**src/rtl/dcd_pkg.sv**
```systemverilog
package dcd_pkg;

    typedef enum logic [2:0] {
        CYC_IDLE    = 3'd0,
        CYC_READ    = 3'd1,
        CYC_EWRITE  = 3'd2,
        CYC_RMW     = 3'd3,
        CYC_ROR     = 3'd4,
        CYC_CBR     = 3'd5,
        CYC_TENTRY  = 3'd6,
        CYC_ROWOPEN = 3'd7
    } cyc_e;

    typedef enum logic [2:0] {
        ST_IDLE,
        ST_ROW,
        ST_COL,
        ST_CBR,
        ST_TEST
    } st_e;

    // Strobes in active-high form after synchronization
    typedef struct packed {
        logic ras;
        logic cas;
        logic we;
        logic oe;
    } strobes_t;

    localparam int STROBE_W = $bits(strobes_t);

    function automatic logic drives_data(cyc_e c);
        return (c == CYC_READ) || (c == CYC_RMW);
    endfunction

endpackage

```
**src/rtl/dcd_sync.sv**
```systemverilog
module dcd_sync #(
    parameter int          W       = 4,
    parameter int          STAGES  = 2,
    parameter logic [W-1:0] RST_VAL = '0
) (
    input  logic         clk,
    input  logic         rst,
    input  logic [W-1:0] d,
    output logic [W-1:0] q
);
    logic [W-1:0] chain [STAGES];

    for (genvar g = 0; g < STAGES; g++) begin : g_stage
        if (g == 0) begin : g_first
            always_ff @(posedge clk) begin
                if (rst) chain[g] <= RST_VAL;
                else     chain[g] <= d;
            end
        end else begin : g_next
            always_ff @(posedge clk) begin
                if (rst) chain[g] <= RST_VAL;
                else     chain[g] <= chain[g-1];
            end
        end
    end

    assign q = chain[STAGES-1];
endmodule

```
**src/rtl/dcd_refresh_ctr.sv**
```systemverilog
module dcd_refresh_ctr #(
    parameter int ROW_W = 11
) (
    input  logic             clk,
    input  logic             rst,
    input  logic             adv,
    output logic [ROW_W-1:0] value
);
    always_ff @(posedge clk) begin
        if (rst)      value <= '0;
        else if (adv) value <= value + 1'b1;
    end
endmodule

```
**src/rtl/dcd_dq_path.sv**
```systemverilog
module dcd_dq_path #(
    parameter int DQ_W = 8
) (
    input  logic [2*DQ_W-1:0] array_rd,
    input  logic              sel_hi,
    input  logic              test_mode,
    output logic [DQ_W-1:0]   dq_out
);
    for (genvar i = 0; i < DQ_W; i++) begin : g_bit
        logic lo_bit, hi_bit;
        assign lo_bit    = array_rd[i];
        assign hi_bit    = array_rd[DQ_W+i];
        assign dq_out[i] = test_mode ? ~(lo_bit ^ hi_bit)
                                     : (sel_hi ? hi_bit : lo_bit);
    end
endmodule

```
**src/rtl/dcd_classifier.sv**
```systemverilog
module dcd_classifier
    import dcd_pkg::*;
#(
    parameter int ROW_W = 11,
    parameter int COL_W = 10
) (
    input  logic             clk,
    input  logic             rst,
    input  strobes_t         smp,
    input  logic [ROW_W-1:0] row_in,
    input  logic [COL_W-1:0] col_in,
    input  logic [ROW_W-1:0] ctr_val,
    output cyc_e             code,
    output logic             act_strobe,
    output logic             rd_strobe,
    output logic             wr_strobe,
    output logic             ref_strobe,
    output logic             ctr_adv,
    output logic             test_mode,
    output logic [ROW_W-1:0] row_addr,
    output logic [COL_W-1:0] col_addr,
    output logic             dq_oe
);
    strobes_t prv;
    st_e      state;

    logic ras_fall, ras_rise, we_fall, col_evt;

    assign ras_fall = smp.ras & ~prv.ras;
    assign ras_rise = ~smp.ras & prv.ras;
    assign we_fall  = smp.we & ~prv.we;
    // First column in an open row is level-triggered so that a column
    // strobe that fell on the same sample as the row strobe is not lost.
    assign col_evt  = smp.cas & ((state == ST_ROW) | ((state == ST_COL) & ~prv.cas));

    always_ff @(posedge clk) begin
        if (rst) begin
            prv        <= '0;
            state      <= ST_IDLE;
            code       <= CYC_IDLE;
            act_strobe <= 1'b0;
            rd_strobe  <= 1'b0;
            wr_strobe  <= 1'b0;
            ref_strobe <= 1'b0;
            ctr_adv    <= 1'b0;
            test_mode  <= 1'b0;
            row_addr   <= '0;
            col_addr   <= '0;
        end else begin
            prv        <= smp;
            act_strobe <= 1'b0;
            rd_strobe  <= 1'b0;
            wr_strobe  <= 1'b0;
            ref_strobe <= 1'b0;
            ctr_adv    <= 1'b0;
            if (ras_fall) begin
                if (prv.cas && smp.cas) begin
                    if (smp.we) begin
                        state     <= ST_TEST;
                        code      <= CYC_TENTRY;
                        test_mode <= 1'b1;
                    end else begin
                        state      <= ST_CBR;
                        code       <= CYC_CBR;
                        row_addr   <= ctr_val;
                        ref_strobe <= 1'b1;
                        test_mode  <= 1'b0;
                    end
                end else begin
                    state      <= ST_ROW;
                    code       <= CYC_ROWOPEN;
                    row_addr   <= row_in;
                    act_strobe <= 1'b1;
                end
            end else if (ras_rise) begin
                case (state)
                    ST_ROW: begin
                        code       <= CYC_ROR;
                        ref_strobe <= 1'b1;
                        test_mode  <= 1'b0;
                    end
                    ST_CBR:  ctr_adv <= 1'b1;
                    default: ;
                endcase
                state <= ST_IDLE;
            end else if (col_evt) begin
                state    <= ST_COL;
                col_addr <= col_in;
                if (smp.we) begin
                    code      <= CYC_EWRITE;
                    wr_strobe <= 1'b1;
                end else begin
                    code      <= CYC_READ;
                    rd_strobe <= 1'b1;
                end
            end else if (state == ST_COL && we_fall && smp.cas && code == CYC_READ) begin
                code      <= CYC_RMW;
                wr_strobe <= 1'b1;
            end
        end
    end

    assign dq_oe = drives_data(code) & smp.cas & smp.oe;
endmodule

```
**src/rtl/dram_cycle_decoder.sv**
```systemverilog
module dram_cycle_decoder
    import dcd_pkg::*;
#(
    parameter int ROW_W       = 11,
    parameter int COL_W       = 10,
    parameter int DQ_W        = 8,
    parameter int SYNC_STAGES = 2
) (
    input  logic              clk,
    input  logic              rst,
    input  logic              ras_n,
    input  logic              cas_n,
    input  logic              we_n,
    input  logic              oe_n,
    input  logic [ROW_W-1:0]  row_in,
    input  logic [COL_W-1:0]  col_in,
    input  logic [2*DQ_W-1:0] array_rd,
    output logic [2:0]        cyc_code,
    output logic              act_strobe,
    output logic              rd_strobe,
    output logic              wr_strobe,
    output logic              ref_strobe,
    output logic [ROW_W-1:0]  row_addr,
    output logic [COL_W-1:0]  col_addr,
    output logic              test_mode,
    output logic              dq_oe,
    output logic [DQ_W-1:0]   dq_out
);
    strobes_t raw_act, smp;
    cyc_e     code;
    logic     ctr_adv;
    logic [ROW_W-1:0] ref_ctr_q;

    assign raw_act = '{ras: ~ras_n, cas: ~cas_n, we: ~we_n, oe: ~oe_n};

    dcd_sync #(
        .W       (STROBE_W),
        .STAGES  (SYNC_STAGES),
        .RST_VAL ('0)
    ) u_sync (
        .clk (clk),
        .rst (rst),
        .d   (raw_act),
        .q   (smp)
    );

    dcd_refresh_ctr #(.ROW_W(ROW_W)) u_ctr (
        .clk   (clk),
        .rst   (rst),
        .adv   (ctr_adv),
        .value (ref_ctr_q)
    );

    dcd_classifier #(.ROW_W(ROW_W), .COL_W(COL_W)) u_cls (
        .clk        (clk),
        .rst        (rst),
        .smp        (smp),
        .row_in     (row_in),
        .col_in     (col_in),
        .ctr_val    (ref_ctr_q),
        .code       (code),
        .act_strobe (act_strobe),
        .rd_strobe  (rd_strobe),
        .wr_strobe  (wr_strobe),
        .ref_strobe (ref_strobe),
        .ctr_adv    (ctr_adv),
        .test_mode  (test_mode),
        .row_addr   (row_addr),
        .col_addr   (col_addr),
        .dq_oe      (dq_oe)
    );

    dcd_dq_path #(.DQ_W(DQ_W)) u_dq (
        .array_rd  (array_rd),
        .sel_hi    (col_addr[COL_W-1]),
        .test_mode (test_mode),
        .dq_out    (dq_out)
    );

    assign cyc_code = code;
endmodule

```
**config.mk**
```make
export PLATFORM = sky130hd
export DESIGN_NAME = dram_cycle_decoder
export DESIGN_NICKNAME = d
export VERILOG_FILES = /design/src/rtl/dcd_pkg.sv /design/src/rtl/dcd_sync.sv /design/src/rtl/dcd_refresh_ctr.sv /design/src/rtl/dcd_dq_path.sv /design/src/rtl/dcd_classifier.sv /design/src/rtl/dram_cycle_decoder.sv
export SDC_FILE = /design/constraint.sdc
export NUM_CORES = 1
export LEC_CHECK = 0
export CAP_MARGIN = 15
export CELL_PAD_IN_SITES_DETAIL_PLACEMENT = 0
export CELL_PAD_IN_SITES_GLOBAL_PLACEMENT = 1
export CORE_MARGIN = 4
export CORE_UTILIZATION = 41
export DETAILED_ROUTE_END_ITERATION = 12
export DONT_BUFFER_PORTS = 1
export PLACE_DENSITY = 0.82
export SLEW_MARGIN = 25
export SYNTH_ARGS = -nofsm -noshare
export SYNTH_HDL_FRONTEND = slang
export SYNTH_SLANG_ARGS = --single-unit
export TNS_END_PERCENT = 1
```
**constraint.sdc**
```tcl
create_clock -name clk -period 1.69 [get_ports clk]
set_input_delay 0.2535 -clock clk [delete_from_list [all_inputs] [get_ports clk]]
set_output_delay 0.2535 -clock clk [all_outputs]
set_load 0.005 [all_outputs]
```
==> impl_metrics.xml, run 1 <==
<?xml version="1.0" encoding="UTF-8"?>
<metrics>
  <group name="power">
    <metric name="max-vdd-ir-drop" unit="µV">425</metric>
    <metric name="pwr-share-seq" unit="">0.599</metric>
    <metric name="pleak" unit="nW">1.05</metric>
    <metric name="p_per_area" unit="mW/mm²">830</metric>
    <metric name="power.switching_fraction" unit="">0.243</metric>
    <metric name="power.switching" unit="W">0.000549</metric>
    <metric name="p_comb_frac" unit="">0.073</metric>
    <metric name="power.share.clock" unit="">0.328</metric>
    <metric name="fin_total_pwr" unit="W">0.00226</metric>
    <metric name="p_int" unit="W">0.00171</metric>
  </group>
  <group name="timing">
    <metric name="transition_time_of_the_tightest_slew_check_pin" unit="ns">0.432</metric>
    <metric name="setup_repair_after_global_routing_missed_its_margin" unit="">true</metric>
    <metric name="final.setup.worst_slack" unit="ns">-0.0261</metric>
    <metric name="max_slew_margin" unit="">0.712</metric>
    <metric name="period_share" unit="">1.02</metric>
    <metric name="final_hold_viol_count" unit="">0</metric>
    <metric name="maxSlewViolCount" unit="">0</metric>
    <metric name="timing.final.crit_period" unit="ns">1.72</metric>
    <metric name="clock.fmax" unit="MHz">583</metric>
    <metric name="report.final.setup_viol" unit="">2</metric>
    <metric name="final.setup_skew" unit="ns">0.00755</metric>
    <metric name="hold_ws" unit="ns">0.0154</metric>
  </group>
  <group name="run">
    <metric name="drv_cap" unit="">0</metric>
  </group>
  <group name="logic_synthesis">
    <metric name="yosysWarnings" unit="">0</metric>
    <metric name="portion_of_synthesized_cell_area_occupied_by_the_leading_cell_type" unit="">0.456</metric>
    <metric name="synth_commonest_cells" unit="">dfxtp_1 (55), nor2_1 (43), nand2_1 (30)</metric>
    <metric name="synth_ff_type" unit="">dfxtp_1</metric>
    <metric name="synth_area_per_cell" unit="µm²">8.97</metric>
    <metric name="synth_area_leader_cell" unit="">dfxtp_1</metric>
    <metric name="synth.most_common_cell" unit="">dfxtp_1</metric>
    <metric name="synth.yosys.seq_area_share" unit="">0.456</metric>
    <metric name="postSynthNetCount" unit="">315</metric>
    <metric name="synth-edff-count" unit="">0</metric>
    <metric name="synthesis.area" unit="mm²">0.00241</metric>
    <metric name="synthDistinctLibCells" unit="">40</metric>
    <metric name="synthTopCellsByArea" unit="">dfxtp_1 (46%), mux2i_1 (9.1%), nor2_1 (6.7%), nand2_1 (4.7%), a311oi_1 (4.0%)</metric>
    <metric name="async_flop_share" unit="">0</metric>
    <metric name="yosys_register_bits" unit="">55</metric>
    <metric name="syn_inst" unit="">269</metric>
  </group>
  <group name="place">
    <metric name="place.detailed.hpwl" unit="µm">3540</metric>
    <metric name="placement.io_buffers" unit="">0</metric>
    <metric name="detailed_place.area" unit="mm²">0.00251</metric>
    <metric name="final_gp_congestion" unit="">0.809</metric>
  </group>
  <group name="global_routing">
    <metric name="overflow" unit="">0</metric>
    <metric name="first_global_vias" unit="">1873</metric>
    <metric name="antenna_found_initial" unit="">0</metric>
    <metric name="grt_pass1_wl" unit="µm">8580</metric>
    <metric name="globalRouteTotalUtil" unit="">0.146</metric>
    <metric name="maximum_number_of_pins_on_one_net_before_global_route_repair" unit="">44</metric>
  </group>
  <group name="routing">
    <metric name="drc" unit="">0</metric>
    <metric name="routedWlPerCell" unit="µm">14.9</metric>
    <metric name="drt.antenna.violating_nets" unit="">0</metric>
    <metric name="wl" unit="µm">5220</metric>
    <metric name="vias_per_cell" unit="">5.36</metric>
    <metric name="detail_route.iter0.violations" unit="">50</metric>
    <metric name="detailedRoute.firstPassIterationCount" unit="">5</metric>
    <metric name="vias" unit="">1882</metric>
  </group>
  <group name="floorplanning">
    <metric name="fp.dieArea" unit="mm²">0.00718</metric>
    <metric name="ios" unit="">81</metric>
    <metric name="initial_utilization" unit="">0.430</metric>
    <metric name="rows" unit="">27</metric>
    <metric name="chipHeight" unit="µm">84.7</metric>
    <metric name="die_w" unit="µm">84.7</metric>
    <metric name="coreArea" unit="mm²">0.00561</metric>
  </group>
  <group name="worst_setup_path">
    <metric name="cp-start-kind" unit="">register</metric>
    <metric name="worst-path-max-fanout" unit="">2</metric>
    <metric name="worst-endpoint-required" unit="ns">1.88</metric>
    <metric name="criticalPathCategory" unit="">register to register</metric>
    <metric name="end_kind" unit="">register</metric>
    <metric name="cp_data_arrival_time" unit="ns">1.91</metric>
  </group>
  <group name="finish">
    <metric name="final_core_util" unit="">0.485</metric>
    <metric name="drive_gt1_frac" unit="">0.108</metric>
    <metric name="fin_nets" unit="">324</metric>
    <metric name="antennaDiodeCount" unit="">0</metric>
    <metric name="area_growth_syn_to_layout" unit="%">12.7</metric>
    <metric name="design_area" unit="mm²">0.00272</metric>
  </group>
  <group name="cts">
    <metric name="cts-htree-levels" unit="">2</metric>
    <metric name="clk-insertion-delay-late" unit="ns">0.31</metric>
    <metric name="cts_setup_buffers" unit="">0</metric>
    <metric name="numCtsBuffers" unit="">5</metric>
    <metric name="clkSlewWorstSetupHoldPaths" unit="ns">0.09</metric>
    <metric name="clockRootBuffer" unit="">clkbuf_8</metric>
    <metric name="tritoncts" unit="">yes</metric>
    <metric name="cts-root-to-sink-buffers" unit="">2</metric>
    <metric name="clock_sink_count" unit="">55</metric>
  </group>
  <group name="worst_hold_path">
    <metric name="worst_hold_check_path_type" unit="">primary input to register</metric>
  </group>
  <group name="run_status">
    <metric name="violations" unit="">setup timing</metric>
    <metric name="status" unit="">finished with violations</metric>
  </group>
</metrics>
-- sequential cells by signal, summed over array words and instances, names as in the netlist --
register / count
u_cls.act_strobe: 1
u_cls.code: 3
u_cls.col_addr: 10
u_cls.ctr_adv: 1
u_cls.prv: 3
u_cls.rd_strobe: 1
u_cls.ref_strobe: 1
u_cls.row_addr: 11
u_cls.state: 3
u_cls.test_mode: 1
u_cls.wr_strobe: 1
u_ctr.value: 11
u_sync.chain: 8
-- worst max-delay path, cell delays in order (launching register included) --
cell	delay, ns
dfxtp_1	0.32
or4b_1	0.51
or4_4	0.43
a31o_1	0.22
mux2i_1	0.12
-- worst paths after layout --
kind | start | to | slack [ns] | cells after the start
setup / recovery | u_cls.state[0] | u_cls.code[0] | -0.03 | 4
hold / removal | rst | u_cls.ctr_adv | 0.02 | 1
setup reg to reg | u_cls.state[0] | u_cls.code[0] | -0.03 | 4
hold reg to reg | u_sync.chain[0][1] | u_sync.chain[1][1] | 0.45 | 1
-- kinds of logic (layout without fill, tap and decap cells) --
| family | count (synthesis) | after routing | synth area share |
|---|---|---|---|
| AOI/OAI and AO/OA | 42 | 42 | 0.115 |
| DFF | 55 | 55 | 0.456 |
| adders and majority gates | 3 | 3 | 0.0156 |
| buffers and inverters | 19 | 29 | 0.0373 |
| muxes | 22 | 22 | 0.0912 |
| xor gates and xnor gates | 10 | 10 | 0.0363 |
| and+or+nand+nor | 118 | 118 | 0.248 |
-- final cells by class --
cell class                 count  area [µm²]
fill                         564        2890
tap                           72        90.1
clock buffer                   5        68.8
sequential                    55        1100
timing repair buffer          18         195
inverter                       3        11.3
multi-input combinational    195        1230
clock inverter                 3        25.0
-- layer usage --
metal,global-route usage,vias to the layer above,share of wire
met2,0.240,74,0.45
met4,0.0489,0,0.0077
met3,0.0471,4,0.088
li1,-,950,-
met1,0.180,854,0.46
met5,0,-,0
-- layout by cell type, fill, tap and decap left out, types with 4 or more instances in the layout --
master / synthesis / final
nor3b_1: 12 / 12
buf_4: 2 / 6
dfxtp_1: 55 / 53
dlygate4sd3_1: 0 / 9
nor2_1: 43 / 43
o21ai_0: 10 / 10
clkbuf_8: 1 / 5
a21oi_1: 13 / 13
a311oi_1: 11 / 11
nand3_1: 4 / 4
nor2b_1: 6 / 6
mux2i_1: 22 / 22
xor2_1: 7 / 7
nand2_1: 30 / 30
-- stage by stage --
stage,instances,setup TNS (ns),setup slack (ns)
after CTS,350,-0.0445,-0.0239
after global placement,333,0,0.00521
after detailed placement,333,-0.0116,-0.0113
final,351,-0.0481,-0.0261
after global routing,351,-0.133,-0.0741
after floorplan,269,-0.00371,-0.00185
-- timing repair --
item,CTS,global route
endpoints found under the hold margin,46,2
setup endpoints to repair,2,10
hold buffers,9,1
gates resized for setup,0,3
pin swaps,0,0
-- power by group through the flow --
| stage | registers [W] | logic, W | clock network [W] |
|---|---|---|---|
| final | 0.00135 | 0.000164 | 0.000741 |
| after global routing | 0.00136 | 0.000183 | 0.000822 |
| after CTS | 0.00136 | 0.000162 | 0.000773 |
| after detailed placement | 0.00138 | 0.000124 | 0 |
| after global placement | 0.00138 | 0.000122 | 0 |
| after floorplan | 0.00138 | 0.000112 | 0 |
No activity file was read; power rests on OpenSTA's default activity.
==> run 2: changes to the inputs <==
Settings changed: CELL_PAD_IN_SITES_DETAIL_PLACEMENT 0 to 1, CORE_UTILIZATION 41 to 43, CTS_BUF_LIST from default to sky130_fd_sc_hd__clkbuf_2 sky130_fd_sc_hd__clkbuf_4 sky130_fd_sc_hd__clkbuf_8, PLACE_DENSITY 0.82 to 0.85.
==> run 2 against run 1 <==
The flow still finishes with violations (setup timing). Die area is 4.2% lower. Total power up 13%. Wire length rose by 26%. Sequential power about the same. Worst hold slack worse by 0.0049 ns. Sequential cell count is the same. Clock skew shrank 0.0047 ns. Critical path depth did not move. First-iteration DRC count is 20% higher. Utilization is 3.2 points higher. Setup slack lost 0.071 ns. Largest cell class unchanged.
==> impl_metrics.xml, run 2 (synthesis gave the netlist of run 1 again) <==
<?xml version="1.0" encoding="UTF-8"?>
<metrics>
  <group name="run_status">
    <metric name="status" unit="">finished with violations</metric>
    <metric name="violations" unit="">setup timing</metric>
  </group>
  <group name="timing">
    <metric name="report.final.setup_viol" unit="">3</metric>
    <metric name="final_hold_viol_count" unit="">0</metric>
    <metric name="period_share" unit="">1.06</metric>
    <metric name="maxSlewViolCount" unit="">0</metric>
    <metric name="max_slew_margin" unit="">0.687</metric>
    <metric name="timing.final.crit_period" unit="ns">1.79</metric>
    <metric name="final.setup_skew" unit="ns">0.00282</metric>
    <metric name="hold_ws" unit="ns">0.0105</metric>
    <metric name="clock.fmax" unit="MHz">560</metric>
    <metric name="transition_time_of_the_tightest_slew_check_pin" unit="ns">0.468</metric>
    <metric name="final.setup.worst_slack" unit="ns">-0.0970</metric>
    <metric name="setup_repair_after_global_routing_missed_its_margin" unit="">true</metric>
  </group>
  <group name="worst_setup_path">
    <metric name="cp_data_arrival_time" unit="ns">1.97</metric>
    <metric name="cp-start-kind" unit="">register</metric>
    <metric name="crit-reg2reg-capture" unit="">u_cls.code[1]</metric>
    <metric name="criticalPathCategory" unit="">register to register</metric>
    <metric name="worst-r2r-cell-count" unit="">4</metric>
    <metric name="largest_stage_delay_on_the_critical_path" unit="ns">0.53</metric>
    <metric name="worst-path-max-fanout" unit="">2</metric>
    <metric name="reg2reg_from" unit="">u_cls.state[0]</metric>
    <metric name="end_kind" unit="">register</metric>
    <metric name="worst-endpoint-required" unit="ns">1.88</metric>
    <metric name="worstPathCellList" unit="">or4b_4 &gt; or4_4 &gt; a31o_4 &gt; mux2i_1</metric>
    <metric name="reg2reg_setup_slack" unit="ns">-0.1</metric>
    <metric name="worst_path_max_delay_cell" unit="">or4b_4</metric>
  </group>
  <group name="finish">
    <metric name="layout_top_registers" unit="">u_cls.row_addr x11, u_ctr.value x11, u_cls.col_addr x10</metric>
    <metric name="design_area" unit="mm²">0.00283</metric>
    <metric name="area_growth_syn_to_layout" unit="%">17.3</metric>
    <metric name="final_cell_mix" unit="">dfxtp_1 (52), nor2_1 (43), nand2_1 (30)</metric>
    <metric name="antennaDiodeCount" unit="">0</metric>
    <metric name="final_core_util" unit="">0.517</metric>
    <metric name="stdcell_count" unit="">356</metric>
    <metric name="most_common_cell_after_layout_fill_and_taps_aside" unit="">dfxtp_1</metric>
    <metric name="fin_nets" unit="">329</metric>
    <metric name="layout.filler_cells" unit="">634</metric>
    <metric name="drive_gt1_frac" unit="">0.137</metric>
  </group>
  <group name="routing">
    <metric name="drc" unit="">0</metric>
    <metric name="wl" unit="µm">6580</metric>
    <metric name="detail_route.iter0.violations" unit="">60</metric>
    <metric name="routedWlPerCell" unit="µm">18.5</metric>
    <metric name="vias" unit="">2009</metric>
    <metric name="drt.antenna.violating_nets" unit="">0</metric>
    <metric name="detailedRoute.firstPassIterationCount" unit="">4</metric>
    <metric name="vias_per_cell" unit="">5.64</metric>
  </group>
  <group name="floorplanning">
    <metric name="rows" unit="">27</metric>
    <metric name="initial_utilization" unit="">0.441</metric>
    <metric name="fp.dieArea" unit="mm²">0.00688</metric>
    <metric name="chipHeight" unit="µm">82.9</metric>
    <metric name="coreArea" unit="mm²">0.00547</metric>
    <metric name="die_w" unit="µm">82.9</metric>
    <metric name="ios" unit="">81</metric>
  </group>
  <group name="place">
    <metric name="place.detailed.instances" unit="">334</metric>
    <metric name="place.detailed.hpwl" unit="µm">4090</metric>
    <metric name="final_gp_congestion" unit="">0.804</metric>
    <metric name="placement.io_buffers" unit="">0</metric>
    <metric name="detailed_place.area" unit="mm²">0.00252</metric>
    <metric name="pre_cts_ws" unit="ns">-0.0504</metric>
  </group>
  <group name="global_routing">
    <metric name="antenna_found_initial" unit="">0</metric>
    <metric name="globalRouteTotalUtil" unit="">0.190</metric>
    <metric name="maximum_number_of_pins_on_one_net_before_global_route_repair" unit="">35</metric>
    <metric name="grt_pass1_wl" unit="µm">10600</metric>
    <metric name="overflow" unit="">0</metric>
    <metric name="first_global_vias" unit="">2147</metric>
  </group>
  <group name="worst_hold_path">
    <metric name="worst_hold_check_path_type" unit="">primary input to register</metric>
    <metric name="holdPathStages" unit="">1</metric>
    <metric name="whs_endpoint" unit="">u_cls.ctr_adv</metric>
    <metric name="hold_path_startpoint" unit="">rst</metric>
  </group>
  <group name="cts">
    <metric name="clkSlewWorstSetupHoldPaths" unit="ns">0.10</metric>
    <metric name="numCtsBuffers" unit="">5</metric>
    <metric name="clockRootBuffer" unit="">clkbuf_8</metric>
    <metric name="clk-insertion-delay-late" unit="ns">0.31</metric>
    <metric name="cts-htree-levels" unit="">2</metric>
    <metric name="clock_sink_count" unit="">55</metric>
    <metric name="tritoncts" unit="">yes</metric>
    <metric name="cts-root-to-sink-buffers" unit="">2</metric>
  </group>
  <group name="power">
    <metric name="max-vdd-ir-drop" unit="µV">575</metric>
    <metric name="pleak" unit="nW">1.11</metric>
    <metric name="p_per_area" unit="mW/mm²">905</metric>
  </group>
  <group name="run">
    <metric name="drv_cap" unit="">0</metric>
  </group>
</metrics>
==> run 2: repair_timing <==
item                                    CTS  global route
setup buffers                             0             2
cloned                                    0             0
endpoints found under the hold margin    38             3
hold buffers                             11             1
pin swaps                                 0             1
resized for setup                         4             5
endpoints found under the setup margin    4            14
==> run 2: routing by layer <==
metal,share of wire,global-route usage
met1,0.42,0.217
met2,0.49,0.326
met3,0.068,0.0645
met4,0.017,0.0728
met5,0,0
==> run 2: through the flow <==
step,power (W),TNS (ns)
final,0.00256,-0.199
after global routing,0.00267,-0.238
after CTS,0.00258,-0.163
after detailed placement,0.00152,-0.0857
after global placement,0.00151,0
after floorplan,0.00149,-0.00371
==> run 2: worst max-delay path by stage <==
stage,startpoint,end,depth (start not counted)
2_1_floorplan,u_cls.state[0],u_cls.code[0],4
3_3_place_gp,u_cls.state[0],u_cls.code[1],4
3_5_place_dp,u_cls.state[0],u_cls.code[1],4
4_1_cts,u_cls.state[0],u_cls.code[1],4
5_1_grt,u_cls.state[0],u_cls.code[1],4
6_report,u_cls.state[0],u_cls.code[1],4
==> run 2: power breakdown <==
group	internal, W	total, W	switching (W)
sequential	0.00133	0.00136	0.0000267
combinational	0.0000902	0.000183	0.0000925
clock	0.000591	0.00102	0.000432
total	0.00201	0.00256	0.000552
==> run 2: final cells by class <==
| class | count | area (µm²) | share of cell area |
|---|---|---|---|
| multi-input cells | 195 | 1250 | 0.442 |
| clock buffers | 5 | 68.8 | 0.0243 |
| flip-flops and latches | 55 | 1100 | 0.390 |
| well taps | 72 | 90.1 | 0.0318 |
| inverters | 3 | 11.3 | 0.00398 |
| clock inverters | 3 | 67.6 | 0.0239 |
| repair buffers | 23 | 238 | 0.0840 |
==> run 2: worst max-delay path: cells and delay by family, from the launching register on <==
kind             cells  cell delay (ns)
flip-flops           1             0.35
AO/OA/AOI/OAI        1             0.24
multiplexers         1             0.11
AND/OR/NAND/NOR      2             0.96
==> run 3: changes to the inputs <==
Settings changed: GPL_ROUTABILITY_DRIVEN from default to 0.
Clock period 1.69 ns to 1.5 ns, I/O delays scaled along.
==> run 3 against run 2 <==
The run still ends with setup timing left. Non-clock buffer count rose by 7. Sequential power rose by 12%. Die area did not move. Utilization rose by 0.14 points. Wire length fell by 5.7%. Design area rose by 0.26%. Via count rose by 1.0%. Register-to-register slack got worse by 0.15 ns. Clock-buffer cell count rose by 1. Clock skew rose by 0.0092 ns. Worst hold slack improved by 0.056 ns. Largest power group unchanged.
==> impl_metrics.xml, run 3 (synthesis gave the netlist of run 1 again) <==
<?xml version="1.0" encoding="UTF-8"?>
<metrics>
  <group name="worst_setup_path">
    <metric name="cp-startpoint" unit="">u_cls.state[0]</metric>
    <metric name="reg2reg_setup_slack" unit="ns">-0.25</metric>
    <metric name="cp-start-kind" unit="">register</metric>
    <metric name="worst_path_max_delay_cell" unit="">or4b_1</metric>
    <metric name="largest_stage_delay_on_the_critical_path" unit="ns">0.52</metric>
    <metric name="end_kind" unit="">register</metric>
    <metric name="criticalPathCategory" unit="">register to register</metric>
    <metric name="crit-reg2reg-capture" unit="">u_cls.code[0]</metric>
    <metric name="reg2reg_from" unit="">u_cls.state[0]</metric>
    <metric name="worst-r2r-cell-count" unit="">4</metric>
    <metric name="cp_data_arrival_time" unit="ns">1.94</metric>
    <metric name="worstPathCellList" unit="">or4b_1 &gt; or4_4 &gt; a31o_1 &gt; mux2i_1</metric>
    <metric name="worst-endpoint-required" unit="ns">1.69</metric>
    <metric name="capturing_element_of_the_worst_setup_path" unit="">u_cls.code[0]</metric>
    <metric name="worst-path-max-fanout" unit="">2</metric>
  </group>
  <group name="global_routing">
    <metric name="overflow" unit="">0</metric>
    <metric name="antenna_found_initial" unit="">0</metric>
    <metric name="grt_pass1_wl" unit="µm">10400</metric>
    <metric name="maximum_number_of_pins_on_one_net_before_global_route_repair" unit="">48</metric>
    <metric name="globalRouteTotalUtil" unit="">0.180</metric>
    <metric name="first_global_vias" unit="">2149</metric>
  </group>
  <group name="timing">
    <metric name="timing.final.crit_period" unit="ns">1.75</metric>
    <metric name="final.setup.worst_slack" unit="ns">-0.246</metric>
    <metric name="clock.fmax" unit="MHz">573</metric>
    <metric name="max_slew_margin" unit="">0.688</metric>
    <metric name="report.final.setup_viol" unit="">12</metric>
    <metric name="period_share" unit="">1.16</metric>
    <metric name="transition_time_of_the_tightest_slew_check_pin" unit="ns">0.463</metric>
    <metric name="final_hold_viol_count" unit="">0</metric>
    <metric name="setup_repair_after_global_routing_missed_its_margin" unit="">true</metric>
    <metric name="final.setup_skew" unit="ns">0.0120</metric>
    <metric name="maxSlewViolCount" unit="">0</metric>
    <metric name="setup_tns" unit="ns">-1.05</metric>
  </group>
  <group name="routing">
    <metric name="wl" unit="µm">6210</metric>
    <metric name="vias" unit="">2030</metric>
    <metric name="drc" unit="">0</metric>
    <metric name="drt.antenna.violating_nets" unit="">0</metric>
    <metric name="routedWlPerCell" unit="µm">17.1</metric>
    <metric name="vias_per_cell" unit="">5.59</metric>
    <metric name="detail_route.iter0.violations" unit="">93</metric>
    <metric name="detailedRoute.firstPassIterationCount" unit="">4</metric>
  </group>
  <group name="run_status">
    <metric name="violations" unit="">setup timing</metric>
    <metric name="status" unit="">finished with violations</metric>
  </group>
  <group name="power">
    <metric name="power.switching" unit="W">0.000601</metric>
    <metric name="fin_total_pwr" unit="W">0.00255</metric>
    <metric name="power.switching_fraction" unit="">0.236</metric>
    <metric name="pleak" unit="nW">1.12</metric>
    <metric name="max-vdd-ir-drop" unit="µV">631</metric>
    <metric name="p_comb_frac" unit="">0.082</metric>
    <metric name="power.share.clock" unit="">0.321</metric>
    <metric name="p_per_area" unit="mW/mm²">898</metric>
    <metric name="p_int" unit="W">0.00195</metric>
    <metric name="pwr-share-seq" unit="">0.597</metric>
  </group>
  <group name="place">
    <metric name="place.detailed.instances" unit="">345</metric>
    <metric name="placement.io_buffers" unit="">0</metric>
    <metric name="place.detailed.hpwl" unit="µm">4220</metric>
    <metric name="pre_cts_ws" unit="ns">-0.205</metric>
  </group>
  <group name="finish">
    <metric name="stdcell_count" unit="">363</metric>
    <metric name="most_common_cell_after_layout_fill_and_taps_aside" unit="">dfxtp_1</metric>
    <metric name="antennaDiodeCount" unit="">0</metric>
    <metric name="final_core_util" unit="">0.519</metric>
    <metric name="area_growth_syn_to_layout" unit="%">17.6</metric>
    <metric name="layout_top_registers" unit="">u_cls.row_addr x11, u_ctr.value x11, u_cls.col_addr x10</metric>
    <metric name="final_cell_mix" unit="">dfxtp_1 (51), nor2_1 (43), nand2_1 (30)</metric>
    <metric name="drive_gt1_frac" unit="">0.179</metric>
    <metric name="fin_nets" unit="">336</metric>
  </group>
  <group name="floorplanning">
    <metric name="initial_utilization" unit="">0.441</metric>
    <metric name="coreArea" unit="mm²">0.00547</metric>
    <metric name="rows" unit="">27</metric>
    <metric name="die_w" unit="µm">82.9</metric>
    <metric name="fp.dieArea" unit="mm²">0.00688</metric>
    <metric name="ios" unit="">81</metric>
    <metric name="chipHeight" unit="µm">82.9</metric>
  </group>
  <group name="worst_hold_path">
    <metric name="worst_hold_check_path_type" unit="">primary input to register</metric>
    <metric name="holdPathStages" unit="">2</metric>
    <metric name="hold_path_startpoint" unit="">row_in[3]</metric>
  </group>
  <group name="cts">
    <metric name="clk-insertion-delay-late" unit="ns">0.31</metric>
    <metric name="clockRootBuffer" unit="">clkbuf_8</metric>
    <metric name="numCtsBuffers" unit="">5</metric>
    <metric name="tritoncts" unit="">yes</metric>
    <metric name="cts-htree-levels" unit="">2</metric>
    <metric name="clock_sink_count" unit="">55</metric>
    <metric name="cts-root-to-sink-buffers" unit="">2</metric>
    <metric name="clkSlewWorstSetupHoldPaths" unit="ns">0.10</metric>
    <metric name="cts_setup_buffers" unit="">0</metric>
  </group>
  <group name="run">
    <metric name="drv_cap" unit="">0</metric>
  </group>
</metrics>
## run 3: changes by cell type in the layout (fill, tap and decap cells not counted), moves of 2 or more
cell	delta
buf_4	+8
buf_6	+2
bufinv_16	-2
dlygate4sd3_1	-2
nor3b_1	-4
nor3b_2	+4
o21ai_0	-2
o21ai_1	+2
## run 3: worst min path at each step
stage	end	slack (ns)
finish	u_cls.row_addr[3]	0.07
global route	u_cls.row_addr[6]	0.07
CTS	u_cls.state[0]	0.007
detailed placement	u_sync.chain[0][2]	0.30
global placement	u_sync.chain[0][0]	0.29
floorplan	u_sync.chain[0][0]	0.29
## run 3: repair_timing
item | CTS | global route
hold buffers | 9 | 1
gates resized for setup | 5 | 14
pin swaps | 0 | 3
endpoints found under the hold margin | 51 | 1
setup endpoints to repair | 22 | 23
## run 3: final cells by class
cell class | instances | area (µm²)
clock inverters | 2 | 12.5
well taps | 72 | 90.1
inverters | 3 | 11.3
repair buffers | 30 | 280
clock buffers | 6 | 76.3
multi-input cells | 195 | 1260
fillers | 650 | 2630
flip-flops and latches | 55 | 1110
## run 3: worst max-delay path, delay by kind of cell, from the launching register on
kind	cells	cell delay, ns
AO/OA/AOI/OAI	1	0.22
flip-flops	1	0.33
multiplexers	1	0.13
AND/OR/NAND/NOR	2	0.95
## run 3: power groups by stage
stage	Sequential, W	Combinational, W	Clock [W]
global route	0.00153	0.000231	0.000919
detailed placement	0.00156	0.000161	0
CTS	0.00152	0.000206	0.000837
finish	0.00152	0.000209	0.000818
floorplan	0.00155	0.000126	0
global placement	0.00156	0.000153	0
## run 3: metal layers
layer  global-route usage  vias to the layer above  part of all wire  routed length (µm)
met5                    0                        -                 0                   0
met4               0.0654                        0             0.021                 131
met3               0.0526                       13             0.079                 488
met2                0.316                       80              0.50                3080
met1                0.207                      960              0.40                2510
li1                     -                      977                 -                   -
## run 3: per-stage QoR
stage	hold WS (ns)	cell area, µm²
detailed placement	0.296	2590
finish	0.0669	2840
global route	0.0653	2840
global placement	0.292	2590
floorplan	0.292	2410
CTS	0.00657	2790
